File: config.mk
export PLATFORM = sky130hd
export DESIGN_NAME = spare_realloc
export DESIGN_NICKNAME = d
export VERILOG_FILES = /design/src/rtl/realloc_pkg.sv /design/src/rtl/spare_finder.sv /design/src/rtl/victim_picker.sv /design/src/rtl/spare_realloc.sv
export SDC_FILE = /design/constraint.sdc
export NUM_CORES = 1
export LEC_CHECK = 0
export BUFFER_PORTS_ARGS = -buffer_cell sky130_fd_sc_hd__clkbuf_2
export CAP_MARGIN = 10
export CORE_UTILIZATION = 30
export CTS_CLUSTER_SIZE = 40
export DETAILED_ROUTE_END_ITERATION = 8
export GPL_TIMING_DRIVEN = 0
export PLACE_DENSITY = 0.58
export SYNTH_ARGS = -nofsm -noshare
export SYNTH_HDL_FRONTEND = slang
export SYNTH_SLANG_ARGS = --single-unit
File: constraint.sdc
create_clock -name clk_i -period 33.3 [get_ports clk_i]
set_input_delay 9.99 -clock clk_i [delete_from_list [all_inputs] [get_ports clk_i]]
set_output_delay 9.99 -clock clk_i [all_outputs]
set_load 0.05 [all_outputs]
File: src/rtl/realloc_pkg.sv
package realloc_pkg;

    typedef enum logic [1:0] {
        MODE_FULL      = 2'd0,
        MODE_DEGRADED  = 2'd1,
        MODE_EMERGENCY = 2'd2
    } op_mode_e;

    typedef enum logic [1:0] {
        ST_IDLE   = 2'd0,
        ST_DECIDE = 2'd1,
        ST_EMERG  = 2'd2
    } phase_e;

endpackage

File: src/rtl/spare_finder.sv
module spare_finder #(
    parameter int NUM_SLOTS = 16,
    parameter int NUM_TYPES = 4,
    localparam int SLOT_W = (NUM_SLOTS > 1) ? $clog2(NUM_SLOTS) : 1,
    localparam int TYPE_W = (NUM_TYPES > 1) ? $clog2(NUM_TYPES) : 1
) (
    input  logic [TYPE_W-1:0]    type_sel_i,
    input  logic [NUM_SLOTS-1:0] used_i,
    input  logic [NUM_SLOTS-1:0] excl_i,
    output logic                 found_o,
    output logic [SLOT_W-1:0]    slot_o
);

    // Scan downward so the lowest matching index is the one that remains.
    always_comb begin
        found_o = 1'b0;
        slot_o  = '0;
        for (int s = NUM_SLOTS - 1; s >= 0; s--) begin
            if ((s % NUM_TYPES) == int'(type_sel_i) && !used_i[s] && !excl_i[s]) begin
                found_o = 1'b1;
                slot_o  = SLOT_W'(s);
            end
        end
    end

endmodule

File: src/rtl/victim_picker.sv
module victim_picker #(
    parameter int NUM_SLOTS = 16,
    parameter int NUM_TYPES = 4,
    parameter int NUM_FUNCS = 16,
    parameter int PRIO_W    = 4,
    localparam int SLOT_W = (NUM_SLOTS > 1) ? $clog2(NUM_SLOTS) : 1,
    localparam int TYPE_W = (NUM_TYPES > 1) ? $clog2(NUM_TYPES) : 1,
    localparam int FUNC_W = (NUM_FUNCS > 1) ? $clog2(NUM_FUNCS) : 1
) (
    input  logic [TYPE_W-1:0]                 type_sel_i,
    input  logic [NUM_SLOTS-1:0]              used_i,
    input  logic [NUM_SLOTS-1:0]              excl_i,
    input  logic [NUM_SLOTS-1:0][FUNC_W-1:0]  func_i,
    input  logic [NUM_FUNCS*PRIO_W-1:0]       prio_table_i,
    output logic                              found_o,
    output logic [SLOT_W-1:0]                 slot_o,
    output logic [FUNC_W-1:0]                 func_o,
    output logic [PRIO_W-1:0]                 prio_o
);

    // Weakest function: lowest priority, then the highest function index.
    always_comb begin
        logic [PRIO_W-1:0] p;
        found_o = 1'b0;
        slot_o  = '0;
        func_o  = '0;
        prio_o  = '0;
        p       = '0;
        for (int s = 0; s < NUM_SLOTS; s++) begin
            p = prio_table_i[int'(func_i[s])*PRIO_W +: PRIO_W];
            if ((s % NUM_TYPES) == int'(type_sel_i) && used_i[s] && !excl_i[s]) begin
                if (!found_o || p < prio_o || (p == prio_o && func_i[s] > func_o)) begin
                    found_o = 1'b1;
                    slot_o  = SLOT_W'(s);
                    func_o  = func_i[s];
                    prio_o  = p;
                end
            end
        end
    end

endmodule

File: src/rtl/spare_realloc.sv
module spare_realloc
    import realloc_pkg::*;
#(
    parameter int NUM_SLOTS   = 16,
    parameter int NUM_TYPES   = 4,
    parameter int NUM_RACKS   = 2,
    parameter int NUM_FUNCS   = 16,
    parameter int PRIO_W      = 4,
    parameter int NUM_ACTIVE  = 12,
    parameter int EMERG_BASE  = 0,
    parameter int EMERG_COUNT = 4,
    localparam int SLOT_W = (NUM_SLOTS > 1) ? $clog2(NUM_SLOTS) : 1,
    localparam int TYPE_W = (NUM_TYPES > 1) ? $clog2(NUM_TYPES) : 1,
    localparam int FUNC_W = (NUM_FUNCS > 1) ? $clog2(NUM_FUNCS) : 1,
    localparam int RACK_W = (NUM_RACKS > 1) ? $clog2(NUM_RACKS) : 1,
    localparam int EMG_W  = (EMERG_COUNT > 1) ? $clog2(EMERG_COUNT) : 1,
    localparam int SLOTS_PER_RACK = NUM_SLOTS / NUM_RACKS
) (
    input  logic                        clk_i,
    input  logic                        rst_ni,
    input  logic                        fault_valid_i,
    input  logic [SLOT_W-1:0]           fault_slot_i,
    input  logic                        rack_loss_i,
    input  logic [RACK_W-1:0]           rack_id_i,
    input  logic [NUM_FUNCS*PRIO_W-1:0] prio_table_i,
    output logic                        busy_o,
    output logic                        cmd_valid_o,
    output logic [SLOT_W-1:0]           cmd_slot_o,
    output logic [FUNC_W-1:0]           cmd_func_o,
    output logic [1:0]                  mode_o
);

    typedef struct packed {
        logic [NUM_SLOTS-1:0]             failed;
        logic [NUM_SLOTS-1:0]             used;
        logic [NUM_SLOTS-1:0][FUNC_W-1:0] func;
        phase_e                           phase;
        logic [SLOT_W-1:0]                req_slot;
        logic [RACK_W-1:0]                emg_rack;
        logic [EMG_W-1:0]                 emg_idx;
        op_mode_e                         mode;
        logic                             cmd_valid;
        logic [SLOT_W-1:0]                cmd_slot;
        logic [FUNC_W-1:0]                cmd_func;
    } state_t;

    function automatic state_t boot_state();
        state_t s;
        s = '0;
        for (int i = 0; i < NUM_SLOTS; i++) begin
            if (i < NUM_ACTIVE) begin
                s.used[i] = 1'b1;
                s.func[i] = FUNC_W'(i);
            end
        end
        s.phase = ST_IDLE;
        s.mode  = MODE_FULL;
        return s;
    endfunction

    state_t r_q, r_d;

    // Lookup inputs for the two pickers, derived from the latched request.
    logic [NUM_SLOTS-1:0] excl;
    logic [TYPE_W-1:0]    req_type;
    logic [FUNC_W-1:0]    lost_func;
    logic [PRIO_W-1:0]    lost_prio;
    logic [RACK_W-1:0]    work_rack;

    always_comb begin
        excl                = r_q.failed;
        excl[r_q.req_slot]  = 1'b1;
        req_type            = TYPE_W'(int'(r_q.req_slot) % NUM_TYPES);
        lost_func           = r_q.func[r_q.req_slot];
        lost_prio           = prio_table_i[int'(lost_func)*PRIO_W +: PRIO_W];
        work_rack           = '0;
        for (int rk = NUM_RACKS - 1; rk >= 0; rk--) begin
            if (rk != int'(rack_id_i)) begin
                work_rack = RACK_W'(rk);
            end
        end
    end

    logic              spare_found;
    logic [SLOT_W-1:0] spare_slot;
    logic              vic_found;
    logic [SLOT_W-1:0] vic_slot;
    logic [FUNC_W-1:0] vic_func;
    logic [PRIO_W-1:0] vic_prio;

    spare_finder #(
        .NUM_SLOTS (NUM_SLOTS),
        .NUM_TYPES (NUM_TYPES)
    ) u_spare (
        .type_sel_i (req_type),
        .used_i     (r_q.used),
        .excl_i     (excl),
        .found_o    (spare_found),
        .slot_o     (spare_slot)
    );

    victim_picker #(
        .NUM_SLOTS (NUM_SLOTS),
        .NUM_TYPES (NUM_TYPES),
        .NUM_FUNCS (NUM_FUNCS),
        .PRIO_W    (PRIO_W)
    ) u_victim (
        .type_sel_i   (req_type),
        .used_i       (r_q.used),
        .excl_i       (excl),
        .func_i       (r_q.func),
        .prio_table_i (prio_table_i),
        .found_o      (vic_found),
        .slot_o       (vic_slot),
        .func_o       (vic_func),
        .prio_o       (vic_prio)
    );

    logic              lost_wins;
    logic [SLOT_W-1:0] emg_slot;
    logic [FUNC_W-1:0] emg_func;

    always_comb begin
        lost_wins = vic_found &&
                    (lost_prio > vic_prio || (lost_prio == vic_prio && lost_func < vic_func));
        emg_slot  = SLOT_W'(int'(r_q.emg_rack) * SLOTS_PER_RACK + int'(r_q.emg_idx));
        emg_func  = FUNC_W'(EMERG_BASE + int'(r_q.emg_idx));
    end

    always_comb begin
        r_d           = r_q;
        r_d.cmd_valid = 1'b0;
        unique case (r_q.phase)
            ST_IDLE: begin
                if (rack_loss_i) begin
                    r_d.phase    = ST_EMERG;
                    r_d.emg_rack = work_rack;
                    r_d.emg_idx  = '0;
                    r_d.mode     = MODE_EMERGENCY;
                    r_d.used     = '0;
                    for (int s = 0; s < NUM_SLOTS; s++) begin
                        if ((s / SLOTS_PER_RACK) == int'(rack_id_i)) begin
                            r_d.failed[s] = 1'b1;
                        end
                    end
                end else if (fault_valid_i) begin
                    r_d.phase    = ST_DECIDE;
                    r_d.req_slot = fault_slot_i;
                end
            end
            ST_DECIDE: begin
                r_d.phase                = ST_IDLE;
                r_d.failed[r_q.req_slot] = 1'b1;
                if (r_q.used[r_q.req_slot] && !r_q.failed[r_q.req_slot]) begin
                    r_d.used[r_q.req_slot] = 1'b0;
                    if (spare_found) begin
                        r_d.used[spare_slot] = 1'b1;
                        r_d.func[spare_slot] = lost_func;
                        r_d.cmd_valid        = 1'b1;
                        r_d.cmd_slot         = spare_slot;
                        r_d.cmd_func         = lost_func;
                    end else begin
                        if (r_q.mode == MODE_FULL) begin
                            r_d.mode = MODE_DEGRADED;
                        end
                        if (lost_wins) begin
                            r_d.func[vic_slot] = lost_func;
                            r_d.cmd_valid      = 1'b1;
                            r_d.cmd_slot       = vic_slot;
                            r_d.cmd_func       = lost_func;
                        end
                    end
                end
            end
            ST_EMERG: begin
                r_d.used[emg_slot] = 1'b1;
                r_d.func[emg_slot] = emg_func;
                r_d.cmd_valid      = 1'b1;
                r_d.cmd_slot       = emg_slot;
                r_d.cmd_func       = emg_func;
                if (int'(r_q.emg_idx) == EMERG_COUNT - 1) begin
                    r_d.phase = ST_IDLE;
                end else begin
                    r_d.emg_idx = r_q.emg_idx + 1'b1;
                end
            end
            default: r_d.phase = ST_IDLE;
        endcase
    end

    always_ff @(posedge clk_i) begin
        if (!rst_ni) begin
            r_q <= boot_state();
        end else begin
            r_q <= r_d;
        end
    end

    assign busy_o      = (r_q.phase != ST_IDLE);
    assign cmd_valid_o = r_q.cmd_valid;
    assign cmd_slot_o  = r_q.cmd_slot;
    assign cmd_func_o  = r_q.cmd_func;
    assign mode_o      = r_q.mode;

    // Internal views for the bound checker.
    logic [NUM_SLOTS-1:0] failed_vec;
    logic [SLOT_W-1:0]    req_slot_vec;
    logic                 deciding;
    logic                 emerging;

    assign failed_vec   = r_q.failed;
    assign req_slot_vec = r_q.req_slot;
    assign deciding     = (r_q.phase == ST_DECIDE);
    assign emerging     = (r_q.phase == ST_EMERG);

endmodule

==> flow_summary.yaml <==
global_routing:
  grt_pass1_vias: 20570
  use_met2_pct: 43.47
  grt_use_met1_pct: 33.12
  globalRouteTotalUtil_pct: 26.95
  antenna_found_initial: 0
  use_met3_pct: 6.920
  grt_pass1_wl_um: 135200
  grt_most_used_layer: "met2"
  grt_max_degree: 17
  overflow: 0
floorplanning:
  fp.dieArea_um2: 66470
  boundaryPins: 85
  rows: 93
  initial_core_util_pct: 30.40
  die_x_um: 257.8
  dieHeight_um: 257.8
  core_um2: 64580
route:
  via_count: 20800
  ant_nets: 0
  drtIter0Drc: 2785
  via_per_inst: 6.563
  wirelength_um: 91610
  drc: 0
  drt_first_pass_iters: 9
  wl_per_cell_um: 28.91
sta:
  finalSetupViolations: 73
  hold_viol_final: 0
  final_max_slew_viol_count: 0
  setup_ws_ns: -1.467
  skew_ns: 0.01122
  finalWorstPathRequiredPeriod_ns: 34.77
  fin_crit_sh_pct: 104.4
  maxSlewHeadroom_pct: 18.32
  worst_pin_slew_ns: 1.225
  grt_setup_unrepaired: "yes"
  fmax_mhz: 28.76
power:
  total_power_mw: 1.000
  p_int_uw: 569.1
  pwr-share-clk_pct: 20.7
  comb_power_share_pct: 63.9
  peakVddDrop_mv: 0.03979
  cellPowerDensity_nw_per_um2: 39.62
  p_leak_nw: 8.946
  p_sw_share_pct: 43.11
  switching_power_uw: 431.2
  pwr-share-seq_pct: 15.4
yosys:
  yosysUniqueCellTypes: 105
  ys_seq_area_share_pct: 11.83
  yosys-top-cells-area: "mux4_2 (41%), dfxtp_1 (12%), ha_1 (6.4%)"
  synth-async-reset-ratio_pct: 0
  ys.flop_type: "dfxtp_1"
  yosys_warnings: 0
  synth.largest_area_cell: "mux4_2"
  ys_seq_elements: 116
  syn_area_um2: 19630
  syn_inst: 2011
  syn_nets: 2184
  synth-edff-count: 0
  synth_top_area_share_pct: 41.29
  syn_area_per_cell_um2: 9.763
setup_path:
  cp_top_family: "compound AO/OA/AOI/OAI gates"
  slowest_stage: "or4_4"
  worst_ep_required_time_ns: 33.60
  crit_buf_inv: 26
  path_max_fanout: 10
  crit_arrival_ns: 35.07
  critPathCaptureType: "flop"
  startpoint_type: "primary input"
  cp_slowest_stage_delay_ns: 0.57
  crit_type: "primary input to flop"
job:
  drv_cap: 0
cells_and_area:
  final_nets: 2474
  nFillCells: 6230
  final_util_pct: 39.10
  syn2layout_area_growth_pct: 28.59
  drive_gt1_share_pct: 42.09
  diodes: 0
clocking:
  clkSlewWorstSetupHoldPaths_ns: 0.06
  hold_buffers: 0
  clock-root-buffer: "clkbuf_16"
  cts_buffer_depth: 2
  cts_tree: "yes"
  ctsHtreeMaxLevel: 4
  clock_latency_ns: 0.45
  cts_buffers: 17
  clock-sinks: 116
placed_design:
  dp.final_hpwl_um: 69320
  portBuffers: 83
  pre_cts_slack_ns: -5.594
  place_congestion: 1.010
min_path:
  hold_class: "flop to flop"
status:
  status: "finished with violations"
  violations: "negative setup slack"
==> per-layer routing <==
metal,share of wire (%),vias up
li1,-,8462
met1,37,10370
met2,47,1630
met3,11,336
met4,5.6,0
met5,0,-
==> cell usage in the layout, fill, tap and decap left out, types with 11 or more instances in the layout <==
master | synthesis | final
a21o_1 | 26 | 26
a21oi_1 | 120 | 86
a21oi_2 | 2 | 23
a21oi_4 | 0 | 13
a31oi_1 | 19 | 15
and2_1 | 16 | 12
buf_1 | 28 | 26
buf_12 | 0 | 11
buf_2 | 9 | 33
buf_4 | 13 | 182
buf_6 | 1 | 22
clkbuf_1 | 174 | 168
clkbuf_16 | 0 | 19
clkbuf_2 | 1 | 32
clkbuf_8 | 0 | 14
dfxtp_1 | 116 | 116
ha_1 | 100 | 66
ha_4 | 0 | 31
inv_1 | 124 | 104
inv_2 | 0 | 19
mux2_2 | 20 | 14
mux2i_1 | 55 | 47
mux4_2 | 360 | 360
nand2_1 | 163 | 154
nand2b_1 | 25 | 22
nand3_1 | 46 | 42
nand4_1 | 27 | 27
nor2_1 | 153 | 134
nor2_2 | 0 | 13
nor2b_1 | 24 | 18
nor3_1 | 30 | 25
o211ai_1 | 16 | 16
o21a_1 | 22 | 21
o21ai_0 | 94 | 64
o21ai_1 | 19 | 27
o21ai_2 | 1 | 17
==> Yosys cell counts (8+ instances only) <==
master    number
mux4_2       360
clkbuf_1     174
nand2_1      163
nor2_1       153
inv_1        124
a21oi_1      120
dfxtp_1      116
ha_1         100
o21ai_0       94
mux2i_1       55
nand3_1       46
nor3_1        30
buf_1         28
nand4_1       27
a21o_1        26
nand2b_1      25
nor2b_1       24
o21a_1        22
mux2_2        20
a31oi_1       19
o21ai_1       19
and2_1        16
o211ai_1      16
and3_1        15
buf_4         13
nor4_1        13
nor3b_1       10
buf_2          9
a211oi_1       8
==> cell families after synthesis <==
| group | Yosys count | share of synthesized area (%) |
|---|---|---|
| xor gates and xnor gates | 2 | 0.08923 |
| buffers and inverters | 352 | 7.080 |
| and+or+nand+nor | 567 | 14.37 |
| muxes | 437 | 45.40 |
| AOI/OAI and AO/OA | 434 | 14.70 |
| adders and majority gates | 103 | 6.532 |
| DFF | 116 | 11.83 |
==> final cells by class <==
type	instances	area [um2]	share of cell area, %
multi-input combinational	1544	17500	69.33
sequential	116	2322	9.198
timing repair buffer	273	2205	8.732
tap	855	1070	4.237
buffer	223	1044	4.133
clock buffer	23	478.0	1.893
inverter	126	475.5	1.883
clock inverter	9	150.1	0.5947
==> power groups by stage <==
stage / Combinational, mW / Clock (mW) / Sequential, mW
2_1_floorplan: 0.328 / 0 / 0.153
3_3_place_gp: 0.445 / 0 / 0.156
3_5_place_dp: 0.454 / 0 / 0.156
4_1_cts: 0.566 / 0.205 / 0.154
5_1_grt: 0.676 / 0.210 / 0.155
6_report: 0.639 / 0.207 / 0.154
==> sequential cells by signal, indices dropped and copies added, names as in the netlist <==
name,cells
mode_o,2
cmd_valid_o,1
cmd_func_o,4
failed_vec,16
cmd_slot_o,4
req_slot_vec,4
r_q,85
==> path summary, 6_finish.rpt <==
check	startpoint	to	slack, ns	depth (start not counted)
setup reg to reg	r_q[20]$_SDFFE_PN0P_	r_q[70]$_SDFFE_PN0P_	6.50	135
hold reg to reg	failed_vec[13]$_SDFFE_PN0P_	failed_vec[13]$_SDFFE_PN0P_	0.49	2
setup / recovery	prio_table_i[32]	r_q[70]$_SDFFE_PN0P_	-1.47	132
hold / removal	failed_vec[13]$_SDFFE_PN0P_	failed_vec[13]$_SDFFE_PN0P_	0.49	2
==> per-stage QoR <==
| stage | TNS (ns) | cell area (um2) | hold slack [ns] | instances |
|---|---|---|---|---|
| 3_5_place_dp | -388.74 | 21350 | 0.4848 | 2949 |
| 4_1_cts | -41.46 | 24400 | 0.4961 | 3131 |
| 6_report | -93.06 | 25250 | 0.4933 | 3169 |
| 5_1_grt | -157.29 | 25250 | 0.5432 | 3169 |
| 3_3_place_gp | -376.17 | 21350 | 0.4706 | 2949 |
| 2_1_floorplan | 0 | 19870 | 0.4438 | 2011 |
==> timing repair <==
action | CTS | global route
setup endpoints to repair | 73 | 73
pin swaps | 105 | 119
resized for setup | 261 | 161
setup buffers | 145 | 41
gates cloned | 7 | 0
==> worst register-to-register path: cells and delay by family, from the launching register on <==
family,cells,cell delay [ns]
AOI/OAI and AO/OA,48,8.92
adders and majority gates,13,3.10
buffers and inverters,28,4.72
DFF,1,0.31
and+or+nand+nor,36,5.92
muxes,10,3.62
Power figures use the tool's default switching activity.
